==> src/rtl/twi_mem_pkg.sv <==
package twi_mem_pkg;
  typedef enum logic [3:0] {
    ST_IDLE,
    ST_CTRL,
    ST_CTRL_ACK,
    ST_ADDR,
    ST_ADDR_ACK,
    ST_WDATA,
    ST_WDATA_ACK,
    ST_TX,
    ST_RACK,
    ST_WAIT
  } twi_state_e;
endpackage

==> src/rtl/twi_line_sync.sv <==
module twi_line_sync #(
  parameter int SYNC_STAGES = 2
) (
  input  logic clk,
  input  logic rst_n,
  input  logic scl_i,
  input  logic sda_i,
  output logic sda_s,
  output logic scl_rise,
  output logic scl_fall,
  output logic start_det,
  output logic stop_det
);
  logic [SYNC_STAGES-1:0] scl_pipe;
  logic [SYNC_STAGES-1:0] sda_pipe;
  logic scl_q;
  logic sda_q;
  logic scl_now;

  // Idle bus level is high on both lines.
  always_ff @(posedge clk or negedge rst_n) begin
    if (!rst_n) begin
      scl_pipe <= '1;
      sda_pipe <= '1;
      scl_q    <= 1'b1;
      sda_q    <= 1'b1;
    end else begin
      scl_pipe <= {scl_pipe[SYNC_STAGES-2:0], scl_i};
      sda_pipe <= {sda_pipe[SYNC_STAGES-2:0], sda_i};
      scl_q    <= scl_pipe[SYNC_STAGES-1];
      sda_q    <= sda_pipe[SYNC_STAGES-1];
    end
  end

  assign scl_now   = scl_pipe[SYNC_STAGES-1];
  assign sda_s     = sda_pipe[SYNC_STAGES-1];
  assign scl_rise  = scl_now & ~scl_q;
  assign scl_fall  = ~scl_now & scl_q;
  assign start_det = scl_now & scl_q & sda_q & ~sda_s;
  assign stop_det  = scl_now & scl_q & ~sda_q & sda_s;
endmodule

==> src/rtl/twi_busy_timer.sv <==
module twi_busy_timer #(
  parameter int WR_CYCLES = 400000,
  parameter int CNT_W     = $clog2(WR_CYCLES + 1)
) (
  input  logic clk,
  input  logic rst_n,
  input  logic load,
  output logic busy
);
  logic [CNT_W-1:0] cnt_q;
  logic [CNT_W-1:0] cnt_d;

  always_comb begin
    cnt_d = cnt_q;
    if (load) begin
      cnt_d = CNT_W'(WR_CYCLES);
    end else if (cnt_q != '0) begin
      cnt_d = cnt_q - 1'b1;
    end
  end

  always_ff @(posedge clk or negedge rst_n) begin
    if (!rst_n) begin
      cnt_q <= '0;
    end else begin
      cnt_q <= cnt_d;
    end
  end

  assign busy = (cnt_q != '0);
endmodule

==> src/rtl/twi_mem_array.sv <==
module twi_mem_array #(
  parameter int DEPTH  = 16,
  parameter int DATA_W = 8,
  parameter int ADDR_W = $clog2(DEPTH)
) (
  input  logic              clk,
  input  logic              rst_n,
  input  logic              we,
  input  logic [ADDR_W-1:0] waddr,
  input  logic [DATA_W-1:0] wdata,
  input  logic [ADDR_W-1:0] raddr,
  output logic [DATA_W-1:0] rdata
);
  logic [DATA_W-1:0] word_q [DEPTH];

  for (genvar g = 0; g < DEPTH; g++) begin : g_word
    logic hit;
    assign hit = we && (waddr == ADDR_W'(g));
    always_ff @(posedge clk or negedge rst_n) begin
      if (!rst_n) begin
        word_q[g] <= '0;
      end else if (hit) begin
        word_q[g] <= wdata;
      end
    end
  end

  assign rdata = word_q[raddr];
endmodule

==> src/rtl/twi_mem16.sv <==
module twi_mem16
  import twi_mem_pkg::*;
#(
  parameter int              DEPTH       = 16,
  parameter int              DATA_W      = 8,
  parameter logic [DATA_W-2:0] DEV_ID    = 7'h50,
  parameter int              WR_CYCLES   = 400000,
  parameter int              SYNC_STAGES = 2
) (
  input  logic clk,
  input  logic rst_n,
  input  logic scl_i,
  input  logic sda_i,
  output logic sda_pull_o
);
  localparam int ADDR_W = $clog2(DEPTH);
  localparam int BIT_W  = $clog2(DATA_W + 1);
  localparam logic [BIT_W-1:0] LAST_BIT = BIT_W'(DATA_W);

  // Reset: asserted asynchronously, released on a clock edge.
  logic [1:0] rst_pipe;
  logic       srst_n;
  always_ff @(posedge clk or negedge rst_n) begin
    if (!rst_n) begin
      rst_pipe <= '0;
    end else begin
      rst_pipe <= {rst_pipe[0], 1'b1};
    end
  end
  assign srst_n = rst_pipe[1];

  logic sda_s, scl_rise, scl_fall, start_det, stop_det;
  logic busy, timer_load, mem_we, tx_load;
  logic [DATA_W-1:0] rdata;

  twi_state_e         state_q, state_d;
  logic [BIT_W-1:0]   cnt_q, cnt_d;
  logic [DATA_W-1:0]  sh_q, sh_d;
  logic [DATA_W-1:0]  wbuf_q, wbuf_d;
  logic [ADDR_W-1:0]  ptr_q, ptr_d;
  logic               wpend_q, wpend_d;
  logic               rw_q, rw_d;
  logic               mack_q, mack_d;
  logic               pull_q, pull_d;

  twi_line_sync #(.SYNC_STAGES(SYNC_STAGES)) u_sync (
    .clk       (clk),
    .rst_n     (srst_n),
    .scl_i     (scl_i),
    .sda_i     (sda_i),
    .sda_s     (sda_s),
    .scl_rise  (scl_rise),
    .scl_fall  (scl_fall),
    .start_det (start_det),
    .stop_det  (stop_det)
  );

  twi_busy_timer #(.WR_CYCLES(WR_CYCLES)) u_timer (
    .clk   (clk),
    .rst_n (srst_n),
    .load  (timer_load),
    .busy  (busy)
  );

  twi_mem_array #(.DEPTH(DEPTH), .DATA_W(DATA_W), .ADDR_W(ADDR_W)) u_mem (
    .clk   (clk),
    .rst_n (srst_n),
    .we    (mem_we),
    .waddr (ptr_q),
    .wdata (wbuf_q),
    .raddr (ptr_q),
    .rdata (rdata)
  );

  // Next-state logic
  always_comb begin
    state_d    = state_q;
    cnt_d      = cnt_q;
    sh_d       = sh_q;
    wbuf_d     = wbuf_q;
    ptr_d      = ptr_q;
    wpend_d    = wpend_q;
    rw_d       = rw_q;
    mack_d     = mack_q;
    pull_d     = pull_q;
    mem_we     = 1'b0;
    timer_load = 1'b0;
    tx_load    = 1'b0;

    if (start_det) begin
      state_d = ST_CTRL;
      cnt_d   = '0;
      pull_d  = 1'b0;
      wpend_d = 1'b0;
    end else if (stop_det) begin
      state_d = ST_IDLE;
      pull_d  = 1'b0;
      if (wpend_q) begin
        mem_we     = 1'b1;
        timer_load = 1'b1;
        ptr_d      = ptr_q + 1'b1;
        wpend_d    = 1'b0;
      end
    end else begin
      unique case (state_q)
        ST_CTRL, ST_ADDR, ST_WDATA: begin
          if (scl_rise && cnt_q != LAST_BIT) begin
            sh_d  = {sh_q[DATA_W-2:0], sda_s};
            cnt_d = cnt_q + 1'b1;
          end
          if (scl_fall && cnt_q == LAST_BIT) begin
            cnt_d = '0;
            if (state_q == ST_CTRL) begin
              if (sh_q[DATA_W-1:1] == DEV_ID && !busy) begin
                pull_d  = 1'b1;
                rw_d    = sh_q[0];
                state_d = ST_CTRL_ACK;
              end else begin
                state_d = ST_WAIT;
              end
            end else if (state_q == ST_ADDR) begin
              pull_d  = 1'b1;
              ptr_d   = sh_q[ADDR_W-1:0];
              state_d = ST_ADDR_ACK;
            end else begin
              pull_d  = 1'b1;
              wbuf_d  = sh_q;
              wpend_d = 1'b1;
              state_d = ST_WDATA_ACK;
            end
          end
        end
        ST_CTRL_ACK: begin
          if (scl_fall) begin
            pull_d = 1'b0;
            if (rw_q) begin
              tx_load = 1'b1;
            end else begin
              state_d = ST_ADDR;
            end
          end
        end
        ST_ADDR_ACK: begin
          if (scl_fall) begin
            pull_d  = 1'b0;
            state_d = ST_WDATA;
          end
        end
        ST_WDATA_ACK: begin
          if (scl_fall) begin
            pull_d  = 1'b0;
            state_d = ST_WAIT;
          end
        end
        ST_TX: begin
          if (scl_fall) begin
            if (cnt_q == LAST_BIT) begin
              pull_d  = 1'b0;
              cnt_d   = '0;
              state_d = ST_RACK;
            end else begin
              sh_d   = {sh_q[DATA_W-2:0], 1'b0};
              pull_d = ~sh_q[DATA_W-2];
              cnt_d  = cnt_q + 1'b1;
            end
          end
        end
        ST_RACK: begin
          if (scl_rise) begin
            mack_d = ~sda_s;
          end
          if (scl_fall) begin
            if (mack_q) begin
              tx_load = 1'b1;
            end else begin
              state_d = ST_WAIT;
            end
          end
        end
        default: begin
        end
      endcase

      if (tx_load) begin
        sh_d    = rdata;
        ptr_d   = ptr_q + 1'b1;
        pull_d  = ~rdata[DATA_W-1];
        cnt_d   = BIT_W'(1);
        state_d = ST_TX;
      end
    end
  end

  // State registers
  always_ff @(posedge clk or negedge srst_n) begin
    if (!srst_n) begin
      state_q <= ST_IDLE;
      cnt_q   <= '0;
      sh_q    <= '0;
      wbuf_q  <= '0;
      ptr_q   <= '0;
      wpend_q <= 1'b0;
      rw_q    <= 1'b0;
      mack_q  <= 1'b0;
      pull_q  <= 1'b0;
    end else begin
      state_q <= state_d;
      cnt_q   <= cnt_d;
      sh_q    <= sh_d;
      wbuf_q  <= wbuf_d;
      ptr_q   <= ptr_d;
      wpend_q <= wpend_d;
      rw_q    <= rw_d;
      mack_q  <= mack_d;
      pull_q  <= pull_d;
    end
  end

  assign sda_pull_o = pull_q;
endmodule

==> config.mk <==
export PLATFORM = sky130hd
export DESIGN_NAME = twi_mem16
export DESIGN_NICKNAME = d
export VERILOG_FILES = /design/src/rtl/twi_mem_pkg.sv /design/src/rtl/twi_line_sync.sv /design/src/rtl/twi_busy_timer.sv /design/src/rtl/twi_mem_array.sv /design/src/rtl/twi_mem16.sv
export SDC_FILE = /design/constraint.sdc
export NUM_CORES = 1
export LEC_CHECK = 0
export CORE_AREA = 2 2 129 131
export DETAILED_ROUTE_END_ITERATION = 10
export DIE_AREA = 0 0 131 133
export DONT_BUFFER_PORTS = 1
export PLACE_DENSITY = 0.75
export SLEW_MARGIN = 20
export SYNTH_ARGS = -nofsm -noshare
export SYNTH_HDL_FRONTEND = slang
export SYNTH_SLANG_ARGS = --single-unit
==> constraint.sdc <==
create_clock -name clk -period 6.1 [get_ports clk]
set_clock_uncertainty 0.2 [all_clocks]
set_input_delay 0.61 -clock clk [delete_from_list [all_inputs] [get_ports clk]]
set_output_delay 0.61 -clock clk [all_outputs]
set_load 0.005 [all_outputs]
## Yosys cells after proc, flatten, opt, wreduce, memory -nomap -nowiden

Index checks and enable logic that the tools add are counted.

- Flip-flop bits (word level): 187
- Input port bits: 4
- Output and inout bits: 1
- Word-level logic and storage cells: 210

- Add/subtract/negate cells: 3
- $lt $le $gt $ge: 1
- Eq/ne operators: 47
- Mux-type cells: 67
- Bitwise gates (word level): 18
- Reduce and logical (&&, ||, !) cells: 43

Operators by type and width:

| kind | count |
|---|---|
| $mux W4 | 28 |
| $ne A5 B5 Y1 const B | 10 |
| $mux W8 | 6 |
| $eq A4 B4 Y1 const B | 10 |
| $mux W19 | 2 |
| $bmux W8 S4 | 1 |
| $eq A4 B3 Y1 const B | 8 |
| $mux W1 | 24 |
| $pmux W4 S6 | 1 |
| $reduce_and A6 Y1 | 4 |
| $logic_and A1 B1 Y1 | 19 |
| $reduce_bool A19 Y1 | 1 |
| $sub A19 B1 Y19 const B | 1 |
| $reduce_bool A3 Y1 | 6 |
| $eq A4 B2 Y1 const B | 4 |
| $pmux W8 S2 | 1 |
| $ne A3 B3 Y1 const B | 5 |
| $reduce_and A4 Y1 | 3 |
| $not A1 Y1 | 10 |
| $reduce_and A10 Y1 | 1 |
| $reduce_bool A9 Y1 | 1 |
| $add A4 B1 Y4 const B | 2 |
| $eq A4 B1 Y1 const B | 2 |
| $ne A4 B4 Y1 const B | 2 |
| 20 further kinds | 27 |

## Longest topological paths before layout

- Word-level depth: 10
- Gate-level depth with buffers: 8

## By module

From an unflattened synthesis, not the netlist that was laid out.

- Cell total of the unflattened synthesis: 711
- Area total of the unflattened synthesis: 9212.6 um^2

By module, submodules not included:

| module | times used | cells each | area an instance (um^2) |
|---|---|---|---|
| twi_mem_array | 1 | 364 | 5803.1 |
| twi_mem16 | 1 | 214 | 2059.5 |
| twi_busy_timer | 1 | 123 | 1159.9 |
| twi_line_sync | 1 | 10 | 190.2 |

## Worst setup path after synthesis

Ideal clock, no wire load.

- Path type: flip-flop to flip-flop
- Start point: register ptr_q[1]
- End point: register sh_q[3]
- Library setup time: 0.126 ns
- Arrival time: 2.097 ns
- Required time: 5.774 ns
- Setup slack: 3.677 ns
- Stages on the path, launching flop included: 7
- Buffers on the path: 2
- Cells stage by stage: dfrtp_1 clkbuf_1 clkbuf_1 mux4_2 mux4_2 and2_1 a221o_1

- Cells in the longest elaborated chain, start to end: 5

Ends and longest elaborated chain:

| what | RTL line | source |
|---|---|---|
| start, declared | twi_mem16.sv:40 | `logic [ADDR_W-1:0] ptr_q, ptr_d;` |
| start signal, assigned | twi_mem16.sv:211 | `ptr_q <= ptr_d;` |
| $not A4 Y5 (implied by the code) | twi_mem_array.sv:28 | `assign rdata = word_q[raddr];` |
| $bmux W8 S4 | twi_mem_array.sv:28 |  |
| $mux W8 (implied by the code) (2 in a row) | twi_mem_array.sv:28 |  |
| $mux W8 | twi_mem16.sv:184 | `if (tx_load) begin` |
| end signal, assigned | twi_mem16.sv:199 | `sh_q <= '0;` |
| end signal, assigned | twi_mem16.sv:209 | `sh_q <= sh_d;` |
| end, declared | twi_mem16.sv:38 | `logic [DATA_W-1:0] sh_q, sh_d;` |

No other way between the ends. The select of a mux whose other input is x is not followed.
A chain may end at the register's enable or synchronous reset.

## Worst setup path in the final report

- Start point: register state_q[3]
- End point: register ptr_q[3]

- Cells in the longest elaborated chain, start to end: 6
- Elaborated cells on any way between the ends: 16
- Classes of those cells: 6 x eq/ne; 5 x mux; 5 x reduce/logical

Ends and longest elaborated chain:

| what | RTL line | source |
|---|---|---|
| start, declared | twi_mem16.sv:36 | `twi_state_e state_q, state_d;` |
| start signal, assigned | twi_mem16.sv:207 | `state_q <= state_d;` |
| $eq A4 B4 Y1 or $eq A4 B2 Y1 (tied branches) | twi_mem16.sv:105 | `unique case (state_q)` |
| $pmux W1 S2 | twi_mem16.sv:105 |  |
| $mux W1 | twi_mem16.sv:95 | `end else if (stop_det) begin` |
| $mux W1 | twi_mem16.sv:90 | `if (start_det) begin` |
| $ne A3 B2 Y1 (no line) (tied with other cells) | -- |  |
| $reduce_and A6 Y1 (no line) or $mux W4 (tied branches) | -- |  |

Parallel ways exist; a longest one is shown, timed or not. The select of a mux whose other input is x is not followed.

==> flow_summary.toml <==
[hold_path]
hold_end = "u_sync.sda_pipe[1]$_DFF_PN1_"
min_path_cells = 0
min_path_type = "register to register"
hp-start = "u_sync.sda_pipe[0]$_DFF_PN1_"

[route]
ant_nets = 0
drt-met1-wl_mm = 8.13
routedWlPerCell_um = 22.0
vias = 5655
route.met2.wl_mm = 9.67
routed_wirelength_mm = 19.4
drc_errors = 0
viasPerCell = 6.40
first_iter_violations = 475
top_layer_used = "met4"
routed-wl-met3_mm = 1.07
drt_first_pass_iters = 5

[place]
dp.cells = 849
place_congestion = 0.876
dp_hpwl_mm = 11.9
io_buffers = 0
dpl_cell_area_um2 = 9160

[floorplanning]
start_util_pct = 55.7
die_h_um = 133
ios = 5
die_w_um = 131
die_area_um2 = 17400
core_um2 = 16200
std_cell_rows = 47

[sta]
setup_tns_ns = 0
min_period_ns = 3.01
tightest_slew_ns = 0.996
final-hold-violation-count = 0
fmax_mhz = 332
maxSlewHeadroom_pct = 32.6
slew_violations = 0
grt_setup_unrepaired = "no"
setup-violations-final = 0
timing.final.crit_share_pct = 49.4

[power]
power.density_nw_per_um2 = 362
ir_drop_mv = 0.222
power_w = 0.00354
leakage_nw = 4.55

[critical_path]
ff2ff_path_depth = 5
r2r_start = "state_q[3]$_DFFE_PN0P_"
rr_endpoint = "ptr_q[3]$_DFFE_PN0P_"
critPathKind = "register to register"
cp.arrival_ns = 3.13
crit_path_end_kind = "register"
cp-start-kind = "register"
crit_fanout = 20
critPathRequiredTime_ns = 6.22
rrSetupSlack_ns = 3.09

[clock_network]
clock_sinks = 187
clock_path_buffers = 2
path_clk_slew_ns = 0.07
clkLatencyLatePin_ns = 0.43
cts_resized = 0
cts_tree = "done"
numCtsBuffers = 17
cts-root-buf = "clkbuf_16"
htreeDepth = 4

[logic_synthesis]
synth-edff-count = 0
yosysTopAreaCell = "dfrtp_1"
syn-cell-area_um2 = 9000
synth_warnings = 0
ys.flop_type = "dfrtp_1"
async_flop_share_pct = 100
synthTopCellsByArea = "dfrtp_1 50%, mux2_2 16%, mux4_2 7.3%"
synth_cell_types = 72
yosysSeqAreaShare_pct = 52.1
syn_inst = 661
synth_top_area_share_pct = 50.3
ys_seq_elements = 187
synth_nets = 673
syn_avg_cell_area_um2 = 13.6

[global_route]
globalRouteTotalUtil_pct = 24.0
grt_start_max_net_pins = 186
grt_pass1_wl_mm = 31.5
gr-total-overflow = 0
first_global_vias = 5856
antenna_found_initial = 0

[finish]
finalInstanceArea_um2 = 9760
nNetsFinal = 663
postLayoutCoreUtil_pct = 60.3
most-common-layout-cells = "179 x dfrtp_1, 127 x mux2_2, 35 x nand2_1"
num_antenna_cells = 0
drive_above_1_share_pct = 30.8
layout_commonest_cell = "dfrtp_1"
area_growth_syn_to_layout_pct = 8.38
finalNonFillerCells = 883

[run]
maxCapViolCount = 0

[outcome]
outcome = "finished, final reports clean"
[metrics by stage]
step           setup WS [ns]  hold WS (ns)
2_1_floorplan          0.314         0.114
3_3_place_gp            3.16         0.114
3_5_place_dp            3.12         0.114
4_1_cts                 3.11         0.159
5_1_grt                 2.88         0.160
6_report                3.09         0.158
[repair_timing]
action,in CTS,in global routing
hold endpoints to repair,4,0
hold buffers,3,0
setup endpoints to repair,0,0
buffers inserted,0,0
[layer usage]
layer	track usage [%]	vias to the layer above
met5	0	-
met4	9.40	0
met3	4.81	47
met2	38.2	206
met1	32.7	2929
li1	-	2473
[flip-flops by register name, summed over array words and instances (netlist names), 2 cells and up]
signal           count
state_q              4
u_timer.cnt_q       19
cnt_q                4
rst_pipe             2
u_sync.sda_pipe      2
sh_q                 8
u_sync.scl_pipe      2
wbuf_q               8
ptr_q                4
u_mem.word_q       128
[cell families (layout without fill, tap and decap cells)]
group                      count (synthesis)  in the layout  share of synthesized area, %
DFF                                      187            187                          52.1
AOI/OAI and AO/OA                         73             73                          5.99
adders and majority gates                  8              8                          1.11
xor gates and xnor gates                  17             17                          1.65
muxes                                    183            183                          28.1
buffers and inverters                     49             51                          2.46
and+or+nand+nor                          143            143                          8.59
other                                      1              1                        0.0416
[worst max-delay path: stages, from the launching register on]
cell and delay (ns):
dfrtp_1 0.73, and3b_1 0.29, o21ai_1 0.62, o311ai_1 0.50
a21boi_1 0.25, o2bb2a_1 0.30
[worst max path at each step]
stage	startpoint	to	slack (ns)	depth (start not counted)
detailed placement	ptr_q[0]$_DFFE_PN0P_	sh_q[4]$_DFFE_PN0P_	3.12	5
floorplan	rst_pipe[1]$_DFF_PN0_	cnt_q[0]$_DFFE_PN0P_	0.31	0
global route	state_q[3]$_DFFE_PN0P_	ptr_q[3]$_DFFE_PN0P_	2.88	5
CTS	ptr_q[0]$_DFFE_PN0P_	sh_q[4]$_DFFE_PN0P_	3.11	5
finish	state_q[3]$_DFFE_PN0P_	ptr_q[3]$_DFFE_PN0P_	3.09	5
global placement	ptr_q[0]$_DFFE_PN0P_	sh_q[3]$_DFFE_PN0P_	3.16	5
[where the power goes]
part / switching [W] / internal (W) / total [W]
logic: 0.000432 / 0.000381 / 0.000814
clock network: 0.000471 / 0.000607 / 0.00108
registers: 0.000272 / 0.00137 / 0.00165
total: 0.00118 / 0.00236 / 0.00354
[final cells by class]
class,instances,area (um2)
Inverter,12,45.0
Fill cell,1243,6410
Multi-Input combinational cell,425,4100
Clock inverter,8,82.6
Clock buffer,23,488
Sequential cell,187,4690
Tap cell,220,275
Timing Repair Buffer,8,80.1
[cell usage after synthesis, drive strengths merged (4+ instances only)]
cell type	n
nand2b	4
ha	8
a221o	7
nor2	27
nand2	35
nand3	13
inv	12
mux2i	6
mux4	39
o211ai	6
nor2b	4
nor4	7
o31ai	4
mux2	138
a21oi	13
buf	10
or3	6
and3	5
clkbuf	27
o21ai	9
dfstp	6
xnor2	16
and2	8
nor3	12
dfrtp	181
Power figures use the tool's default switching activity.
